**config.mk**
```make
export PLATFORM = sky130hd
export DESIGN_NAME = ocmp_chan
export DESIGN_NICKNAME = d
export VERILOG_FILES = /design/src/rtl/ocmp_pkg.sv /design/src/rtl/ocmp_mode_dec.sv /design/src/rtl/ocmp_host_if.sv /design/src/rtl/ocmp_regs.sv /design/src/rtl/ocmp_match.sv /design/src/rtl/ocmp_chan.sv
export SDC_FILE = /design/constraint.sdc
export NUM_CORES = 1
export LEC_CHECK = 0
export CAP_MARGIN = 15
export CORE_MARGIN = 8
export CORE_UTILIZATION = 40
export CTS_BUF_LIST = sky130_fd_sc_hd__clkbuf_4 sky130_fd_sc_hd__clkbuf_8 sky130_fd_sc_hd__clkbuf_16
export DETAILED_ROUTE_END_ITERATION = 8
export DONT_BUFFER_PORTS = 1
export PLACE_DENSITY = 0.52
export RECOVER_POWER = 25
export SYNTH_ARGS = -nofsm -noshare
export SYNTH_HDL_FRONTEND = slang
export SYNTH_SLANG_ARGS = --single-unit
```
**constraint.sdc**
```tcl
create_clock -name clk -period 3.1 [get_ports clk]
set_input_delay 0.62 -clock clk [delete_from_list [all_inputs] [get_ports clk]]
set_output_delay 0.62 -clock clk [all_outputs]
set_load 0.01 [all_outputs]
```
**src/rtl/ocmp_pkg.sv**
```systemverilog
package ocmp_pkg;

  typedef enum logic [1:0] {
    ADR_LO   = 2'd0,
    ADR_HI   = 2'd1,
    ADR_FLAG = 2'd2,
    ADR_NONE = 2'd3
  } ocmp_adr_e;

  typedef struct packed {
    logic buffered;
    logic upd_bottom;
  } ocmp_cfg_t;

endpackage

```
**src/rtl/ocmp_mode_dec.sv**
```systemverilog
module ocmp_mode_dec
  import ocmp_pkg::*;
#(
  parameter int MW = 4
) (
  input  logic [MW-1:0] mode,
  output ocmp_cfg_t     cfg
);

  always_comb begin
    cfg.buffered   = 1'b1;
    cfg.upd_bottom = 1'b0;
    case (mode)
      MW'(0), MW'(4), MW'(12), MW'(13): begin
        cfg.buffered   = 1'b0;
        cfg.upd_bottom = 1'b0;
      end
      MW'(8), MW'(9): begin
        cfg.buffered   = 1'b1;
        cfg.upd_bottom = 1'b1;
      end
      default: begin
        cfg.buffered   = 1'b1;
        cfg.upd_bottom = 1'b0;
      end
    endcase
  end

endmodule

```
**src/rtl/ocmp_host_if.sv**
```systemverilog
module ocmp_host_if
  import ocmp_pkg::*;
#(
  parameter int BW = 8,
  localparam int W = 2 * BW
) (
  input  logic          clk,
  input  logic          rst_n,
  input  logic          wr,
  input  logic [1:0]    addr,
  input  logic [BW-1:0] wdata,
  input  logic [W-1:0]  view_word,
  input  logic          flag,
  output logic          lo_wr,
  output logic          flag_clr,
  output logic [W-1:0]  wr_word,
  output logic [BW-1:0] rdata
);

  logic [BW-1:0] temp_q, temp_d;
  logic          temp_en;
  logic          hi_wr;

  always_comb begin
    hi_wr    = wr && (addr == ADR_HI);
    lo_wr    = wr && (addr == ADR_LO);
    flag_clr = wr && (addr == ADR_FLAG) && wdata[0];
    temp_en  = hi_wr;
    temp_d   = wdata;
    wr_word  = {temp_q, wdata};
  end

  always_ff @(posedge clk or negedge rst_n) begin
    if (!rst_n)       temp_q <= '0;
    else if (temp_en) temp_q <= temp_d;
  end

  always_comb begin
    case (addr)
      ADR_LO:   rdata = view_word[BW-1:0];
      ADR_HI:   rdata = view_word[W-1:BW];
      ADR_FLAG: rdata = {{(BW-1){1'b0}}, flag};
      default:  rdata = '0;
    endcase
  end

  AST_TEMP_LOADS_HIGH: assert property (@(posedge clk) disable iff (!rst_n)
    hi_wr |=> (temp_q == $past(wdata)));

  AST_TEMP_HOLDS: assert property (@(posedge clk) disable iff (!rst_n)
    !hi_wr |=> $stable(temp_q));

endmodule

```
**src/rtl/ocmp_regs.sv**
```systemverilog
module ocmp_regs #(
  parameter int W = 16
) (
  input  logic         clk,
  input  logic         rst_n,
  input  logic         lo_wr,
  input  logic [W-1:0] wr_word,
  input  logic         buffered,
  input  logic         xfer,
  output logic [W-1:0] buf_q,
  output logic [W-1:0] act_q
);

  logic [W-1:0] buf_d, act_d;
  logic         buf_en, act_en;

  always_comb begin
    buf_en = lo_wr && buffered;
    buf_d  = wr_word;
    act_en = xfer || (lo_wr && !buffered);
    act_d  = xfer ? buf_q : wr_word;
  end

  always_ff @(posedge clk or negedge rst_n) begin
    if (!rst_n)      buf_q <= '0;
    else if (buf_en) buf_q <= buf_d;
  end

  always_ff @(posedge clk or negedge rst_n) begin
    if (!rst_n)      act_q <= '0;
    else if (act_en) act_q <= act_d;
  end

  AST_XFER_TAKES_OLD_SHADOW: assert property (@(posedge clk) disable iff (!rst_n)
    xfer |=> (act_q == $past(buf_q)));

  AST_LIVE_WAITS_FOR_STROBE: assert property (@(posedge clk) disable iff (!rst_n)
    (buffered && !xfer) |=> $stable(act_q));

  AST_DIRECT_WRITE: assert property (@(posedge clk) disable iff (!rst_n)
    (lo_wr && !buffered) |=> (act_q == $past(wr_word)));

  AST_SHADOW_IDLE_UNBUF: assert property (@(posedge clk) disable iff (!rst_n)
    (!buffered) |=> $stable(buf_q));

endmodule

```
**src/rtl/ocmp_match.sv**
```systemverilog
module ocmp_match #(
  parameter int W = 16
) (
  input  logic         clk,
  input  logic         rst_n,
  input  logic [W-1:0] cnt_val,
  input  logic [W-1:0] act_val,
  input  logic         clr,
  output logic         flag_q
);

  logic hit, flag_d;

  always_comb begin
    hit    = (cnt_val == act_val);
    flag_d = hit || (flag_q && !clr);
  end

  always_ff @(posedge clk or negedge rst_n) begin
    if (!rst_n) flag_q <= 1'b0;
    else        flag_q <= flag_d;
  end

  AST_FLAG_SETS_ON_HIT: assert property (@(posedge clk) disable iff (!rst_n)
    hit |=> flag_q);

  AST_FLAG_STICKY: assert property (@(posedge clk) disable iff (!rst_n)
    (flag_q && !clr) |=> flag_q);

  AST_FLAG_CLEARS: assert property (@(posedge clk) disable iff (!rst_n)
    (flag_q && clr && !hit) |=> !flag_q);

endmodule

```
**src/rtl/ocmp_chan.sv**
```systemverilog
module ocmp_chan
  import ocmp_pkg::*;
#(
  parameter int BW = 8,
  parameter int MW = 4,
  localparam int W = 2 * BW
) (
  input  logic          clk,
  input  logic          rst_n,
  input  logic          bus_wr,
  input  logic [1:0]    bus_addr,
  input  logic [BW-1:0] bus_wdata,
  output logic [BW-1:0] bus_rdata,
  input  logic [W-1:0]  cnt_val,
  input  logic [MW-1:0] mode,
  input  logic          at_top,
  input  logic          at_bottom,
  output logic          match_flag,
  output logic [W-1:0]  cmp_top
);

  logic [1:0]   rst_sync_q;
  logic         rst_n_int;
  ocmp_cfg_t    cfg;
  logic         lo_wr, flag_clr, xfer;
  logic [W-1:0] wr_word, buf_q, act_q, view_word;

  always_ff @(posedge clk or negedge rst_n) begin
    if (!rst_n) rst_sync_q <= 2'b00;
    else        rst_sync_q <= {rst_sync_q[0], 1'b1};
  end
  assign rst_n_int = rst_sync_q[1];

  ocmp_mode_dec #(.MW(MW)) mode_dec_i (
    .mode (mode),
    .cfg  (cfg)
  );

  always_comb begin
    xfer      = cfg.buffered && (cfg.upd_bottom ? at_bottom : at_top);
    view_word = cfg.buffered ? buf_q : act_q;
  end

  ocmp_host_if #(.BW(BW)) host_if_i (
    .clk       (clk),
    .rst_n     (rst_n_int),
    .wr        (bus_wr),
    .addr      (bus_addr),
    .wdata     (bus_wdata),
    .view_word (view_word),
    .flag      (match_flag),
    .lo_wr     (lo_wr),
    .flag_clr  (flag_clr),
    .wr_word   (wr_word),
    .rdata     (bus_rdata)
  );

  ocmp_regs #(.W(W)) regs_i (
    .clk      (clk),
    .rst_n    (rst_n_int),
    .lo_wr    (lo_wr),
    .wr_word  (wr_word),
    .buffered (cfg.buffered),
    .xfer     (xfer),
    .buf_q    (buf_q),
    .act_q    (act_q)
  );

  ocmp_match #(.W(W)) match_i (
    .clk     (clk),
    .rst_n   (rst_n_int),
    .cnt_val (cnt_val),
    .act_val (act_q),
    .clr     (flag_clr),
    .flag_q  (match_flag)
  );

  assign cmp_top = act_q;

  AST_UNBUF_IGNORES_STROBES: assert property (@(posedge clk) disable iff (!rst_n_int)
    (!cfg.buffered && !(bus_wr && bus_addr == ADR_LO)) |=> $stable(cmp_top));

  AST_BOTTOM_ONLY_BUFFERED: assert property (@(posedge clk) disable iff (!rst_n_int)
    cfg.upd_bottom |-> cfg.buffered);

endmodule

```
Word-level counts from Yosys, hierarchy flattened
Index checks and enable logic that the tools add are counted. W data, S select, Z words.

Mux-type cells: 5. Reductions and logical operators: 16. Equality and inequality tests: 8.

Operators by type and width (count): $mux W16 (2); $pmux W8 S3 (1); $eq A16 B16 Y1 (1); $eq A4 B4 Y1 const B (4); $logic_and A1 B1 Y1 (8); $eq A4 B3 Y1 const B (1); $logic_not A4 Y1 (1); $pmux W2 S2 (1); $reduce_or A4 Y1 (1); $eq A2 B1 Y1 const B (1); $eq A2 B2 Y1 const B (1); $logic_not A1 Y1 (2); $logic_not A2 Y1 (1); $logic_or A1 B1 Y1 (2); $reduce_or A2 Y1 (1); $mux W1 (1).

Output and inout port bits: 25. Bits in registers: 43.

Logic depth before layout (Yosys ltp)
Gate-level depths: netlist of the first run.

Depth in word-level cells: 6. Depth in mapped cells: 6.

Modules after synthesis
From an unflattened synthesis of the first run, not the netlist that was laid out.

Cell total of the unflattened synthesis: 220. Area, all modules: 2600.0 um^2.

By module, submodules not included: ocmp_regs (area an instance 1537.7 um^2, cells each 123, times used 1); ocmp_host_if (area an instance 518.0 um^2, cells each 46, times used 1); ocmp_chan (area an instance 315.3 um^2, cells each 23, times used 1); ocmp_match (area an instance 205.2 um^2, cells each 24, times used 1); ocmp_mode_dec (area an instance 23.8 um^2, cells each 4, times used 1).

Worst setup path after synthesis of the first run
OpenSTA, ideal clock, no wires.

Path kind: input port to output port. Start: input mode[3]. End: output bus_rdata[1]. Stages on the path: 5. Arrival: 1913 ps. Buffers on the path: 1. Path slack: 567 ps. Required time: 2480 ps. Path through: nor2b_1 > nor3_1 > buf_2 > mux4_2 > nor2b_1.

Longest elaborated chain between the ends: 5. Elaborated cells between the ends (all ways): 11.

RTL lines: start, declared (line ocmp_chan.sv:15) `input logic [MW-1:0] mode,`; $eq A4 B3 Y1, or another cell as far along (line ocmp_mode_dec.sv:13) `case (mode)`; $reduce_or A4 Y1 / $reduce_or A2 Y1 (equally long branches) (line ocmp_mode_dec.sv:13); $pmux W2 S2 * (line ocmp_mode_dec.sv:13); $mux W16 * (line ocmp_chan.sv:41) `view_word = cfg.buffered ? buf_q : act_q;`; $pmux W8 S3 * (line ocmp_host_if.sv:39) `case (addr)`; end, declared (line ocmp_chan.sv:13) `output logic [BW-1:0] bus_rdata,`.

Mark *: on every way between the ends. The rest lies on a longest branch, timed or not.

Worst setup path in the final report of the first run
Start: input mode[3]. End: output bus_rdata[2].

Same word-level chain as after synthesis.

==> out/metrics.cfg, run 1 <==
[outcome]
status=complete, but fails checks
violations=max-capacitance violations, max-slew violations

[synthesis]
ys_ff_latch=43
yosysUniqueCellTypes=26
syn_inst=163
synth_area_per_cell_um2=13.92
synth_warnings=0
ys_seq_area_share_pct=47.41
syn_nets=198
synth_area_um2=2270

[finish]
postLayoutCellArea_um2=2480
final_nets=204
drive_gt1_share_pct=46.47
n_fill_cell=531
area_growth_pct=9.261
diodes=0

[worst_setup_path]
cp-start-kind=input port
r2r_start=rst_sync_q[1]
path_class=input port to output pin
ff2ff_path_depth=1
worst_ep_required_time_ns=2.48
crit_fanout=11
ff2ff_setup_slack_ns=0.85
worstSetupEndpointType=output pin
arrival_ns=1.93
reg2reg_to=regs_i.act_q[6]

[cts]
clockBufferDepth=2
cts_sinks=43
h-tree-depth=2
cts.clk_slew.worst_paths_ns=0.07
cts_buffers=5
cts_tree=yes
cts_root_buffer=clkbuf_8
clkLatencyLatePin_ns=0.29

[die]
num_io_pins=60
fp.coreArea_um2=5507
initial_core_util_pct=41.22
row_count=27
die_w_um=91.33
die_h_um=91.33
die_area_um2=8340

[routing]
drtAntennaViolNets=0
drt_wl_total_mm=5.475
vias_per_cell=5.583
wl_per_cell_um=22.62
num_vias=1351
drc_errors=0
drt-initial-drc-count=32
drt-pass1-iter-count=4

[global_route]
grt_pass1_vias=1526
antenna_found_initial=0
grt_pass1_wl_mm=8.652
globalRouteTotalUtil_pct=13.33
grt_overflow_total=0
grt_max_degree=42

[pwr]
p_clk_share_pct=21.9
p_int_w=0.001232
p_sw_share_pct=31.25
p_switching_w=0.0005599
leakage_nw=1.015
seq_power_share_pct=52.4
comb_power_share_pct=25.7
power_density_nw_per_um2=722.6
peakVddDrop_mv=0.3777

[sta]
finalMaxSlewViolations=42
rsz0062_at_grt=no
worstMarginPinSlew_ns=2.219
setup_tns_ns=0
max_freq_mhz=392.8
period_needed_ns=2.546
period_share_pct=82.12
setup_viol=0
fin_skew_ns=0.004524
slew-limit-headroom_pct=-47.96
hold_violations=0

[worst_hold_path]
min_path_type=flop to flop
min_from=rst_sync_q[0]
min_path_cells=0
whs_endpoint=rst_sync_q[1]

[placed_design]
dpl_cell_area_um2=2370
place_congestion=0.7115
io_buffers=0
dp_hpwl_mm=3.928

[job]
cap_violations=1

==> critical path, stage by stage <==
cell and delay [ns]:
nor2b_1 0.17, nor3_2 0.17, buf_4 0.26, mux4_2 0.51, nor2b_1 0.19
==> how the worst max path moves through the flow <==
stage | start | end | slack, ns | cells past startpoint
6_report | mode[3] | bus_rdata[2] | 0.55 | 5
5_1_grt | rst_sync_q[1] | regs_i.act_q[6] | 0.40 | 1
3_3_place_gp | mode[3] | bus_rdata[2] | 0.57 | 5
3_5_place_dp | mode[3] | bus_rdata[2] | 0.54 | 5
4_1_cts | mode[3] | bus_rdata[2] | 0.54 | 5
2_1_floorplan | mode[3] | bus_rdata[1] | 0.57 | 5
==> kinds of logic (layout without fill, tap and decap cells) <==
group | Yosys count | after routing | share of synthesized area [%]
multiplexers | 64 | 64 | 35.23
flip-flops | 43 | 43 | 47.41
AND/OR/NAND/NOR | 26 | 26 | 7.718
XOR/XNOR | 16 | 16 | 6.174
buffers and inverters | 9 | 16 | 2.040
AO/OA/AOI/OAI | 4 | 4 | 1.268
other | 1 | 1 | 0.1652
==> cell type report <==
| cell class | count | area (um^2) | share of cell area [%] |
|---|---|---|---|
| sequential | 43 | 1076 | 43.39 |
| multi-input combinational | 111 | 1159 | 46.72 |
| timing repair buffer | 6 | 43.79 | 1.766 |
| inverter | 2 | 7.507 | 0.3027 |
| tap | 72 | 90.09 | 3.633 |
| clock buffer | 8 | 103.9 | 4.188 |
==> synth_stat cells (all sizes together) <==
cell | count | area share, %
mux2 | 57 | 28
dfrtp | 43 | 47
xor2 | 16 | 6.2
nor2b | 10 | 2.8
mux4 | 7 | 6.9
buf | 5 | 1.4
nor4 | 5 | 2.0
nand2 | 3 | 0.50
clkbuf | 2 | 0.33
inv | 2 | 0.33
a21oi | 1 | 0.22
a31oi | 1 | 0.28
a32o | 1 | 0.44
conb | 1 | 0.17
nand3b | 1 | 0.33
nand4 | 1 | 0.28
nand4b | 1 | 0.39
nor2 | 1 | 0.17
nor3 | 1 | 0.22
o21a | 1 | 0.33
or2 | 1 | 0.28
or3 | 1 | 0.28
or3b | 1 | 0.50
==> state kept, by name (all words and copies together) (netlist names) <==
register,flops
match_i.flag_q,1
regs_i.act_q,16
regs_i.buf_q,16
rst_sync_q,2
host_if_i.temp_q,8
==> repair_timing <==
item / 4_1_cts / 5_1_grt
hold buffers: 0 / 1
resized for setup: 0 / 0
setup endpoints to repair: 0 / 0
endpoints found under the hold margin: 0 / 2
setup buffers: 0 / 0
==> metrics by stage <==
| stage | std cells | util (%) | hold slack (ns) | setup slack, ns | total power [W] |
|---|---|---|---|---|---|
| final | 242 | 45.04 | 0.3613 | 0.5543 | 0.001792 |
| after global routing | 242 | 45.04 | 0.3843 | 0.3986 | 0.001903 |
| after CTS | 241 | 44.92 | 0.009118 | 0.5360 | 0.001820 |
| after detailed placement | 233 | 43.04 | 0.3243 | 0.5401 | 0.001424 |
| after global placement | 233 | 43.04 | 0.3197 | 0.5689 | 0.001397 |
| after floorplan | 163 | - | 0.3244 | 0.5673 | 0.001285 |
==> power groups by stage <==
stage	registers, W	clock network, W	logic [W]
2_1_floorplan	0.000895	0	0.000390
3_3_place_gp	0.000947	0	0.000450
6_report	0.000940	0.000392	0.000460
5_1_grt	0.000971	0.000428	0.000503
4_1_cts	0.000948	0.000406	0.000466
3_5_place_dp	0.000959	0	0.000464
==> cells in the final DEF (no fill, tap or decap), types with 2 or more instances in the layout <==
cell,Yosys,routed
inv_1,2,2
nor4_1,4,4
mux2_2,56,56
dfrtp_1,43,43
mux4_2,7,7
xor2_1,16,16
nor2b_1,10,10
nand2_1,3,3
buf_4,0,4
clkbuf_8,0,7
==> metal layers <==
| layer | vias to the layer above | wire length [um] | GRT usage, % | part of all wire [%] |
|---|---|---|---|---|
| met5 | - | 0 | 0 | 0 |
| met4 | 0 | 49 | 3.274 | 0.89 |
| met3 | 5 | 529 | 6.584 | 9.7 |
| met2 | 47 | 2605 | 22.19 | 48 |
| met1 | 699 | 2289 | 14.92 | 42 |
| li1 | 600 | - | - | - |
Power figures use the tool's default switching activity.
==> run 2, diff against run 1 <==
==> constraint.sdc (replaced) <==
create_clock -name clk -period 2.37 [get_ports clk]
set_input_delay 0.474 -clock clk [delete_from_list [all_inputs] [get_ports clk]]
set_output_delay 0.474 -clock clk [all_outputs]
set_load 0.01 [all_outputs]
==> run 2 against run 1 <==
  * The flow now finishes without violations
  * Critical path depth unchanged
  * Setup slack worse by 0.40 ns
  * Wire length up 0.73%
  * Cell count up 0.41%
  * Utilization up 0.61 points
  * Via count up 0.67%
  * Combinational power up 32%
  * Sequential power up 31%
  * Final area up 1.4%
  * Critical endpoint is now bus_rdata[3]
  * Largest cell class unchanged
  * Largest power group unchanged
==> out/metrics.cfg, run 2 (synthesis results as in run 1) <==
[outcome]
status=complete, no violations

[routing]
dr_wl_met2_mm=2.618  ; +0.50%
wl_per_cell_um=22.70  ; +0.32%
top_layer=met4
drt-initial-drc-count=38  ; +19%
vias_per_cell=5.597  ; +0.25%
wl_met1_mm=2.275  ; -0.61%
drt-pass1-iter-count=4  ; unchanged
drc_errors=0  ; unchanged
num_vias=1360  ; +0.67%
drtAntennaViolNets=0  ; unchanged
met3WireLength_um=567  ; +7.2%
drt_wl_total_mm=5.515  ; +0.73%

[cts]
cts_root_buffer=clkbuf_8
clockBufferDepth=2  ; unchanged
post_cts_resized=0  ; unchanged
hold_buffers=1  ; +1
cts_sinks=43  ; unchanged
cts_buffers=5  ; unchanged
h-tree-depth=2  ; unchanged
cts.clk_slew.worst_paths_ns=0.08  ; about the same
post-cts-setup-buffers=0  ; unchanged
cts_tree=yes
clkLatencyLatePin_ns=0.29  ; about the same

[sta]
finalMaxSlewViolations=0  ; -100%
rsz0062_at_grt=no
setup_viol=0  ; unchanged
fin_skew_ns=0.009050  ; +0.004525 ns
slew-limit-headroom_pct=31.48  ; +79 points
max_freq_mhz=451.0
hold_violations=0  ; unchanged
period_share_pct=93.56
period_needed_ns=2.217
worstMarginPinSlew_ns=1.028  ; -1.192 ns
setup_tns_ns=0  ; unchanged

[pwr]
p_switching_w=0.0007408  ; +32%
power_density_nw_per_um2=937.5  ; +30%
p_int_w=0.001616  ; +31%
peakVddDrop_mv=0.5023  ; +33%
comb_power_share_pct=25.8  ; about the same
seq_power_share_pct=52.3  ; about the same
p_sw_share_pct=31.43  ; +0.19 points
leakage_nw=1.032  ; +1.7%
p_clk_share_pct=21.9  ; about the same

[finish]
final_cell_mix=mux2_2, dfrtp_1, xor2_1, nor2b_1
final_util_pct=45.65  ; +0.61 points
final_nets=205  ; +0.49%
drive_gt1_share_pct=47.37  ; +0.90 points
area_growth_pct=10.75
diodes=0  ; unchanged
layout_commonest_cell=mux2_2
top_regs=regs_i.act_q: 16 flops, regs_i.buf_q: 16 flops, host_if_i.temp_q: 8 flops

[worst_setup_path]
critPathBufInv=1  ; unchanged
worst_path_max_delay_cell=mux4_2
cpPeakStageDelay_ns=0.50  ; about the same
crit_fanout=7  ; -4
cp_common_cell=nor2b_1
path_cells=nor2b_1, nor3_2, buf_4, mux4_2, nor2b_1
cp-start-kind=input port
arrival_ns=1.74  ; -0.19 ns
path_class=input port to output pin
worst_ep_required_time_ns=1.90  ; -0.58 ns
cp_top_family=simple AND/OR/NAND/NOR gates
worstSetupEndpointType=output pin

[die]
row_count=27  ; unchanged
die_w_um=91.33  ; unchanged
die_h_um=91.33  ; unchanged
initial_core_util_pct=41.22  ; unchanged
num_io_pins=60  ; unchanged
fp.coreArea_um2=5507  ; unchanged
die_area_um2=8340  ; unchanged

[job]
cap_violations=0  ; -1

[global_route]
grt_overflow_total=0  ; unchanged
globalRouteTotalUtil_pct=13.69  ; +0.36 points
antenna_found_initial=0  ; unchanged
grt_max_degree=42  ; unchanged
grt_pass1_wl_mm=8.825  ; +2.0%
grt_pass1_vias=1565  ; +2.6%

[placed_design]
dp_hpwl_mm=4.069  ; +3.6%
place_congestion=0.7133  ; +0.25%
io_buffers=0  ; unchanged

[worst_hold_path]
min_path_type=input port to flop

==> run 2: metal layers <==
layer	global-route usage (%)	vias to the layer above
met3	6.914	5
met2	22.25	57
li1	-	602
met4	3.683	0
met1	15.54	696
met5	0	-
==> run 2: power by group through the flow <==
stage          clock network, W  logic (W)  registers, W
6_report               0.000516   0.000608       0.00123
5_1_grt                0.000567   0.000670       0.00128
4_1_cts                0.000530   0.000622       0.00124
3_5_place_dp                  0   0.000617       0.00126
3_3_place_gp                  0   0.000594       0.00124
2_1_floorplan                 0   0.000510       0.00117
==> run 2: cell type report <==
cell class	count	area, um^2
Fill cell	514	2993
Multi-Input combinational cell	111	1159
Sequential cell	43	1076
Clock buffer	8	103.9
Tap cell	72	90.09
Timing Repair Buffer	7	77.57
Inverter	2	7.507
==> run 2: worst paths after layout <==
check,from,end,slack (ns),cells after the start
max in group asynchronous,rst_sync_q[1],regs_i.buf_q[6],1.23,1
hold / removal,bus_wdata[7],regs_i.buf_q[7],0.33,1
setup / recovery,mode[3],bus_rdata[3],0.15,5
min in group asynchronous,rst_n,rst_sync_q[0],0.41,1
hold reg to reg,rst_sync_q[0],rst_sync_q[1],0.35,0
setup reg to reg,regs_i.act_q[15],match_i.flag_q,0.97,4
==> run 2: through the flow <==
step | area [um^2] | hold WS, ns | std cells | total power [W] | worst slack (ns)
after floorplan | 2270 | 0.1784 | 163 | 0.001681 | 0.1293
after global placement | 2402 | 0.1785 | 234 | 0.001835 | 0.1643
after detailed placement | 2402 | 0.1785 | 234 | 0.001874 | 0.1418
after CTS | 2516 | 0.3207 | 243 | 0.002392 | 0.1333
after global routing | 2514 | 0.3127 | 243 | 0.002512 | 0.06370
final | 2514 | 0.3269 | 243 | 0.002357 | 0.1527
